$ cat src/rtl/trap_entry_pkg.sv
// Package: shared types and constants for the trap entry sequencer.
// Assumes register indices fit in 5 bits.
package trap_entry_pkg;

    // Local register indices that receive the two saved return addresses.
    localparam logic [4:0] SAVE_IDX_A = 5'd17;
    localparam logic [4:0] SAVE_IDX_B = 5'd18;

    // Sequencer steps, one cycle each.
    typedef enum logic [2:0] {
        ST_IDLE   = 3'd0,
        ST_PSR    = 3'd1,
        ST_SAVE_A = 3'd2,
        ST_SAVE_B = 3'd3,
        ST_REDIR  = 3'd4,
        ST_DONE   = 3'd5
    } trap_step_e;

endpackage

$ cat src/rtl/twe_cwp_rot.sv
// Module: computes (cwp - 1) mod NWIN for the window rotation on trap entry.
// Assumes the incoming pointer is already below NWIN.
module twe_cwp_rot #(
    parameter int NWIN  = 8,
    parameter int CWP_W = 5
) (
    input  logic [CWP_W-1:0] cwp_i,
    output logic [CWP_W-1:0] cwp_o
);
    localparam logic [CWP_W-1:0] TOP_WIN = CWP_W'(NWIN - 1);

    // Decrement with wrap from window 0 to the top window.
    always_comb begin
        if (cwp_i == '0) cwp_o = TOP_WIN;
        else             cwp_o = cwp_i - CWP_W'(1);
    end
endmodule

$ cat src/rtl/twe_ret_sel.sv
// Module: picks the pair of return addresses saved into the new window.
// Assumes addresses advance by 4 bytes per instruction.
module twe_ret_sel #(
    parameter int AW = 32
) (
    input  logic          annul_i,
    input  logic [AW-1:0] pc_i,
    input  logic [AW-1:0] npc_i,
    output logic [AW-1:0] save_a_o,
    output logic [AW-1:0] save_b_o
);
    localparam logic [AW-1:0] STEP = AW'(4);

    // Annulled delay slot: resume after the slot instead of at it.
    always_comb begin
        if (annul_i) begin
            save_a_o = npc_i;
            save_b_o = npc_i + STEP;
        end else begin
            save_a_o = pc_i;
            save_b_o = npc_i;
        end
    end
endmodule

$ cat src/rtl/twe_vector_sel.sv
// Module: chooses the redirect target pair: trap base or fixed reset vector.
// Assumes the reset vector is address 0.
module twe_vector_sel #(
    parameter int AW = 32
) (
    input  logic          rtrap_i,
    input  logic [AW-1:0] tbr_i,
    output logic [AW-1:0] pc_o,
    output logic [AW-1:0] npc_o
);
    localparam logic [AW-1:0] STEP = AW'(4);

    // Reset trap ignores the trap base.
    always_comb begin
        if (rtrap_i) begin
            pc_o  = '0;
            npc_o = STEP;
        end else begin
            pc_o  = tbr_i;
            npc_o = tbr_i + STEP;
        end
    end
endmodule

$ cat src/rtl/twe_fsm.sv
// Module: step sequencer. Walks IDLE -> PSR -> SAVE_A -> SAVE_B -> REDIR -> DONE
// one cycle per step, and decodes the strobes of each step.
// Assumes start is ignored outside IDLE.
module twe_fsm
    import trap_entry_pkg::*;
(
    input  logic clk,
    input  logic rst_n,
    input  logic start_i,
    output logic capture_o,
    output logic busy_o,
    output logic psr_step_o,
    output logic save_a_o,
    output logic save_b_o,
    output logic redir_o,
    output logic done_o
);
    trap_step_e state_q, state_d;

    // Next-step selection.
    always_comb begin
        state_d = state_q;
        unique case (state_q)
            ST_IDLE:   if (start_i) state_d = ST_PSR;
            ST_PSR:    state_d = ST_SAVE_A;
            ST_SAVE_A: state_d = ST_SAVE_B;
            ST_SAVE_B: state_d = ST_REDIR;
            ST_REDIR:  state_d = ST_DONE;
            ST_DONE:   state_d = ST_IDLE;
            default:   state_d = ST_IDLE;
        endcase
    end

    // State register with synchronous reset.
    always_ff @(posedge clk) begin
        if (!rst_n) state_q <= ST_IDLE;
        else        state_q <= state_d;
    end

    // Step decode.
    always_comb begin
        capture_o  = (state_q == ST_IDLE) && start_i;
        busy_o     = (state_q != ST_IDLE);
        psr_step_o = (state_q == ST_PSR);
        save_a_o   = (state_q == ST_SAVE_A);
        save_b_o   = (state_q == ST_SAVE_B);
        redir_o    = (state_q == ST_REDIR);
        done_o     = (state_q == ST_DONE);
    end
endmodule

$ cat src/rtl/trap_entry_seq.sv
// Module: register-window trap entry sequencer (top).
// Captures the core state on an accepted start, then drives the status
// update, two register-file saves and the PC redirect over four cycles,
// followed by a done pulse. Assumes the trap was already selected and
// error mode is not set; cwp_i is below NWINDOWS.
module trap_entry_seq
    import trap_entry_pkg::*;
#(
    parameter int NWINDOWS = 8,
    parameter int CWP_W    = 5,
    parameter int AW       = 32
) (
    input  logic             clk,
    input  logic             rst_n,
    input  logic             start_i,
    input  logic [CWP_W-1:0] cwp_i,
    input  logic             s_i,
    input  logic [AW-1:0]    pc_i,
    input  logic [AW-1:0]    npc_i,
    input  logic [AW-1:0]    tbr_i,
    input  logic             annul_i,
    input  logic             rtrap_i,
    output logic             busy_o,
    output logic             psr_we_o,
    output logic [CWP_W-1:0] cwp_o,
    output logic             s_o,
    output logic             ps_o,
    output logic             et_o,
    output logic             rfa_we_o,
    output logic [4:0]       rfa_idx_o,
    output logic [CWP_W-1:0] rfa_win_o,
    output logic [AW-1:0]    rfa_data_o,
    output logic             rfb_we_o,
    output logic [4:0]       rfb_idx_o,
    output logic [CWP_W-1:0] rfb_win_o,
    output logic [AW-1:0]    rfb_data_o,
    output logic             pc_we_o,
    output logic [AW-1:0]    pc_o,
    output logic [AW-1:0]    npc_o,
    output logic             annul_clr_o,
    output logic             rtrap_clr_o,
    output logic             done_o
);
    logic             capture, psr_step, save_a, save_b, redir;
    logic [CWP_W-1:0] cwp_q, cwp_new;
    logic             s_q, annul_q, rtrap_q;
    logic [AW-1:0]    pc_q, npc_q, tbr_q;
    logic [AW-1:0]    ret_a, ret_b, vec_pc, vec_npc;

    twe_fsm u_fsm (
        .clk        (clk),
        .rst_n      (rst_n),
        .start_i    (start_i),
        .capture_o  (capture),
        .busy_o     (busy_o),
        .psr_step_o (psr_step),
        .save_a_o   (save_a),
        .save_b_o   (save_b),
        .redir_o    (redir),
        .done_o     (done_o)
    );

    // Snapshot of the core state taken on an accepted start.
    always_ff @(posedge clk) begin
        if (!rst_n) begin
            cwp_q   <= '0;
            s_q     <= 1'b0;
            pc_q    <= '0;
            npc_q   <= '0;
            tbr_q   <= '0;
            annul_q <= 1'b0;
            rtrap_q <= 1'b0;
        end else if (capture) begin
            cwp_q   <= cwp_i;
            s_q     <= s_i;
            pc_q    <= pc_i;
            npc_q   <= npc_i;
            tbr_q   <= tbr_i;
            annul_q <= annul_i;
            rtrap_q <= rtrap_i;
        end
    end

    twe_cwp_rot #(.NWIN(NWINDOWS), .CWP_W(CWP_W)) u_rot (
        .cwp_i (cwp_q),
        .cwp_o (cwp_new)
    );

    twe_ret_sel #(.AW(AW)) u_ret (
        .annul_i  (annul_q),
        .pc_i     (pc_q),
        .npc_i    (npc_q),
        .save_a_o (ret_a),
        .save_b_o (ret_b)
    );

    twe_vector_sel #(.AW(AW)) u_vec (
        .rtrap_i (rtrap_q),
        .tbr_i   (tbr_q),
        .pc_o    (vec_pc),
        .npc_o   (vec_npc)
    );

    // Status field outputs: S rises only in the redirect step.
    always_comb begin
        psr_we_o = psr_step | redir;
        cwp_o    = cwp_new;
        et_o     = 1'b0;
        ps_o     = s_q;
        s_o      = redir ? 1'b1 : s_q;
    end

    // Register-file save ports.
    always_comb begin
        rfa_we_o   = save_a;
        rfa_idx_o  = SAVE_IDX_A;
        rfa_win_o  = cwp_new;
        rfa_data_o = ret_a;
        rfb_we_o   = save_b;
        rfb_idx_o  = SAVE_IDX_B;
        rfb_win_o  = cwp_new;
        rfb_data_o = ret_b;
    end

    // Redirect and flag-clear pulses.
    always_comb begin
        pc_we_o     = redir;
        pc_o        = vec_pc;
        npc_o       = vec_npc;
        annul_clr_o = save_b & annul_q;
        rtrap_clr_o = redir & rtrap_q;
    end
endmodule

$ cat config.mk
export PLATFORM = sky130hd
export DESIGN_NAME = trap_entry_seq
export DESIGN_NICKNAME = d
export VERILOG_FILES = /design/src/rtl/trap_entry_pkg.sv /design/src/rtl/twe_cwp_rot.sv /design/src/rtl/twe_ret_sel.sv /design/src/rtl/twe_vector_sel.sv /design/src/rtl/twe_fsm.sv /design/src/rtl/trap_entry_seq.sv
export SDC_FILE = /design/constraint.sdc
export NUM_CORES = 1
export LEC_CHECK = 0
export ABC_AREA = 0
export CORE_ASPECT_RATIO = 1.25
export CORE_UTILIZATION = 42
export DETAILED_ROUTE_END_ITERATION = 6
export PLACE_DENSITY = 0.81
export SETUP_SLACK_MARGIN = 0.1
export SLEW_MARGIN = 20
export SYNTH_ARGS = -nofsm -noshare
export SYNTH_HDL_FRONTEND = slang
export SYNTH_SLANG_ARGS = --single-unit
export TNS_END_PERCENT = 50
$ cat constraint.sdc
create_clock -name clk -period 3.7 [get_ports clk]
set_input_delay 0.925 -clock clk [delete_from_list [all_inputs] [get_ports clk]]
set_output_delay 0.925 -clock clk [all_outputs]
set_load 0.02 [all_outputs]
==> reports/qor.txt <==
OUTCOME
----------------------------------------------------------------------------------------
Result of the run                                                              completed

GRT
----------------------------------------------------------------------------------------
Pin count of the biggest net entering global routing                                  53
Wire length of the first global-routing pass                                     27.1 mm
Met2 track demand over resource                                                    0.436
Number of global-route vias before repair                                          5,467
GRT overflow                                                                           0
GRT met3 Usage                                                                    0.0500
Gr usage total                                                                     0.235
Layer carrying the most global-route usage                                          met2
Number of antenna violations at the first check in global routing                      0
GR Util met1                                                                       0.262

YOSYS
----------------------------------------------------------------------------------------
Distinct cell type count of the synthesized netlist                                   40
Cell with the most instances after synthesis                                sky130_fd_sc_hd__nand2_1
Total of flip-flops plus latches after synthesis                                     107
Leading register cell type out of synthesis                                 sky130_fd_sc_hd__dfxtp_1
Count of mapped cells out of synthesis                                               790
Ys Warns                                                                               0
Post-synthesis average cell area                                               7.43 um^2
Cell type with the highest aggregate area in the netlist                    sky130_fd_sc_hd__dfxtp_1
Proportion of synthesized chip area in sequential cells                            0.365
Post-synthesis instance area                                                   5870 um^2
Cell types with the largest area share after synthesis                      sky130_fd_sc_hd__dfxtp_1 36%, sky130_fd_sc_hd__nand2_1 15%, sky130_fd_sc_hd__a21oi_1 9.4%, sky130_fd_sc_hd__mux2_2 7.9%, sky130_fd_sc_hd__xnor2_1 4.6%
Number of flops mapped to enable cells by yosys                                        0
Top cell types by occurrence after synthesis                                231 x sky130_fd_sc_hd__nand2_1, 110 x sky130_fd_sc_hd__a21oi_1, 107 x sky130_fd_sc_hd__dfxtp_1
Share of the synthesized area in the top cell type                                 0.365
FFs w/ async S/R, synth                                                                0

TIMING
----------------------------------------------------------------------------------------
Final max-slew violation count                                                         0
Transition time of the tightest slew-check pin                                  0.708 ns
Setup repair after global routing missed its margin                                 true
Maximum clock frequency                                                        0.282 GHz
Total count of hold-check failures in the final report                                 0
Setup Skew                                                                     0.0107 ns
Clock period minus final worst setup slack                                       3.55 ns
Final critical-path setup slack                                                 0.148 ns
Post-route clock period utilization                                                0.960
Relative slew slack                                                                0.528
Setup TNS                                                                           0 ns
Final number of setup-violating endpoints                                              0

PLACE
----------------------------------------------------------------------------------------
I/O Buffers                                                                          259
Worst-case setup slack after placement                                          0.215 ns
Placer congestion estimate                                                         0.923
Post-detail-place hpwl                                                           13.1 mm

CLOCKING
----------------------------------------------------------------------------------------
Hold bufs inserted after CTS                                                           0
CTS tree                                                                            done
Buffer depth of the longest clock path                                                 2
H-tree depth                                                                           3
Clock slew at the register clock pins of the worst setup and hold paths          0.07 ns
Root buffer selected by CTS                                                 sky130_fd_sc_hd__clkbuf_16
Clk sinks                                                                            107
Clock insertion delay at the later pin of the skew report                        0.34 ns
Clock buffer count from CTS                                                            9

CRITICAL PATH
----------------------------------------------------------------------------------------
Standard cell with the maximum stage delay on the critical path             sky130_fd_sc_hd__or4_4
Delay of the slowest critical-path stage                                         0.64 ns
Top fanout value on the critical path                                                  9
Arrival time at the worst endpoint                                               2.63 ns
Cell breakdown of the critical path                                         nand4_4 -> or4_4 -> buf_4 -> or4_1 -> a21oi_1 -> dlygate4sd2_1
Critical path data required time                                                 2.77 ns
Endpoint class of the critical path                                           output pin
Startpoint type of the worst setup path                                        flip-flop
Start-to-end type of the worst setup path                                     reg -> out

FINISH
----------------------------------------------------------------------------------------
Utilization after layout                                                           0.654
Antenna diode instance count                                                           0
Share of layout cells above drive strength 1                                      0.0986
Total Nets Final                                                                   1,119
Area delta synth->final                                                            50.1%

FLOORPLAN
----------------------------------------------------------------------------------------
Area of the core region                                                      13,500 um^2
X dimension of the die                                                            108 um
Die Y-Extent                                                                      134 um
Starting utilization of the core area                                              0.436
DIE AREA                                                                     14,500 um^2
Number of standard-cell rows in the floorplan                                         47
Count of boundary I/O pins                                                           271

HOLD PATH
----------------------------------------------------------------------------------------
Class of the tightest hold or removal check                                   reg -> reg

POWER AND IR DROP
----------------------------------------------------------------------------------------
Worst ir drop on vdd                                                            0.228 mV
LEAKAGE                                                                       0.00339 uW
Pwr per Cell Area                                                            383 nW/um^2

ROUTE
----------------------------------------------------------------------------------------
Number of DRC markers in iteration 0                                                 267
Number of design rule violations left after detail routing                             0
Detail Route Antenna Nets                                                              0
Routed length per placed instance                                                14.6 um
Detailed-route via count                                                           5,975
Average via count per standard cell                                                 5.04
Number of search-and-repair iterations in the first detailed-routing pass              5
Wirelength, routed                                                               17.3 mm

JOB
----------------------------------------------------------------------------------------
Count of maximum capacitance violations                                                0

worst max-delay path, delay by kind of cell, from the launching register on:
| family | cells | cell delay [ns] |
|---|---|---|
| AND/OR/NAND/NOR | 3 | 1.21 |
| buffers and inverters | 2 | 0.53 |
| flip-flops | 1 | 0.40 |
| AO/OA/AOI/OAI | 1 | 0.15 |
per-layer routing:
| metal | up-vias | part of all wire |
|---|---|---|
| li1 | 3019 | - |
| met1 | 2740 | 0.40 |
| met2 | 194 | 0.52 |
| met3 | 22 | 0.060 |
| met4 | 0 | 0.019 |
| met5 | - | 0 |
logic make-up (layout without fill, tap and decap cells):
family	Yosys count	in the layout	share of synthesized area
AOI/OAI and AO/OA	120	120	0.105
xor gates and xnor gates	43	43	0.0642
adders and majority gates	3	3	0.00640
buffers and inverters	90	305	0.0765
DFF	107	107	0.365
muxes	44	44	0.0844
other	2	11	0.00128
and+or+nand+nor	381	381	0.297
power by group:
| group | switching (uW) | total (uW) | internal [uW] |
|---|---|---|---|
| logic | 559 | 1090 | 527 |
| clock network | 442 | 924 | 482 |
| registers | 116 | 1370 | 1250 |
| total | 1120 | 3380 | 2260 |
final timing paths:
kind | start | endpoint | slack (ns) | cells past startpoint
min | pc_q[22] | pc_q[22] | 0.45 | 2
max | tbr_q[7] | npc_o[29] | 0.15 | 6
max reg2reg | u_fsm.state_q[2] | pc_q[9] | 1.69 | 5
min reg2reg | pc_q[22] | pc_q[22] | 0.45 | 2
cell usage in the layout (no fill, tap or decap), drive strengths merged:
cell type / synthesis / routed
and4: 6 / 6
nor4: 5 / 5
mux2: 44 / 44
or3: 3 / 3
dfxtp: 107 / 107
nor2b: 29 / 29
and3: 6 / 6
and2: 3 / 3
buf: 37 / 17
xor2: 12 / 12
nor3: 16 / 16
nor3b: 2 / 2
o21ai: 5 / 5
a2111oi: 1 / 1
a31o: 1 / 1
ha: 3 / 3
dlygate4sd2: 0 / 10
a21oi: 110 / 110
xnor2: 31 / 31
and3b: 1 / 1
nand2: 231 / 231
or4: 6 / 6
clkinvlp: 0 / 1
o41ai: 1 / 1
nand4: 15 / 15
clkdlybuf4s50: 0 / 244
nor2: 38 / 38
dlymetal6s2s: 0 / 5
clkinv: 0 / 4
or2: 2 / 2
inv: 13 / 14
nand3: 18 / 18
o31ai: 2 / 2
conb: 2 / 11
clkbuf: 40 / 10
final cells by class:
cell class | instances | area (um^2)
clock buffers | 10 | 239
clock inverters | 6 | 47.5
fillers | 1171 | 4660
inverters | 13 | 50.0
multi-input cells | 602 | 3350
flip-flops and latches | 107 | 2150
well taps | 171 | 214
repair buffers | 276 | 2760
flip-flops by register name (all words and copies together) (netlist names):
name,flops
ps_o,1
pc_q,32
cwp_q,5
annul_q,1
tbr_q,32
u_fsm.state_q,3
npc_q,32
rtrap_q,1
per-stage QoR:
stage	power (uW)	hold WS, ns	cells	instance area (um^2)
after floorplan	1990	0.432	799	5900
after global placement	2480	0.438	1164	8450
after global routing	3550	0.471	1185	8810
after CTS	3410	0.454	1180	8740
final	3380	0.451	1185	8810
after detailed placement	2490	0.444	1164	8450
repair_timing:
item,CTS,global route
pin swaps,1,4
resized for setup,16,11
endpoints found under the setup margin,17,24
buffers inserted,0,5
No activity file was read; power rests on OpenSTA's default activity.
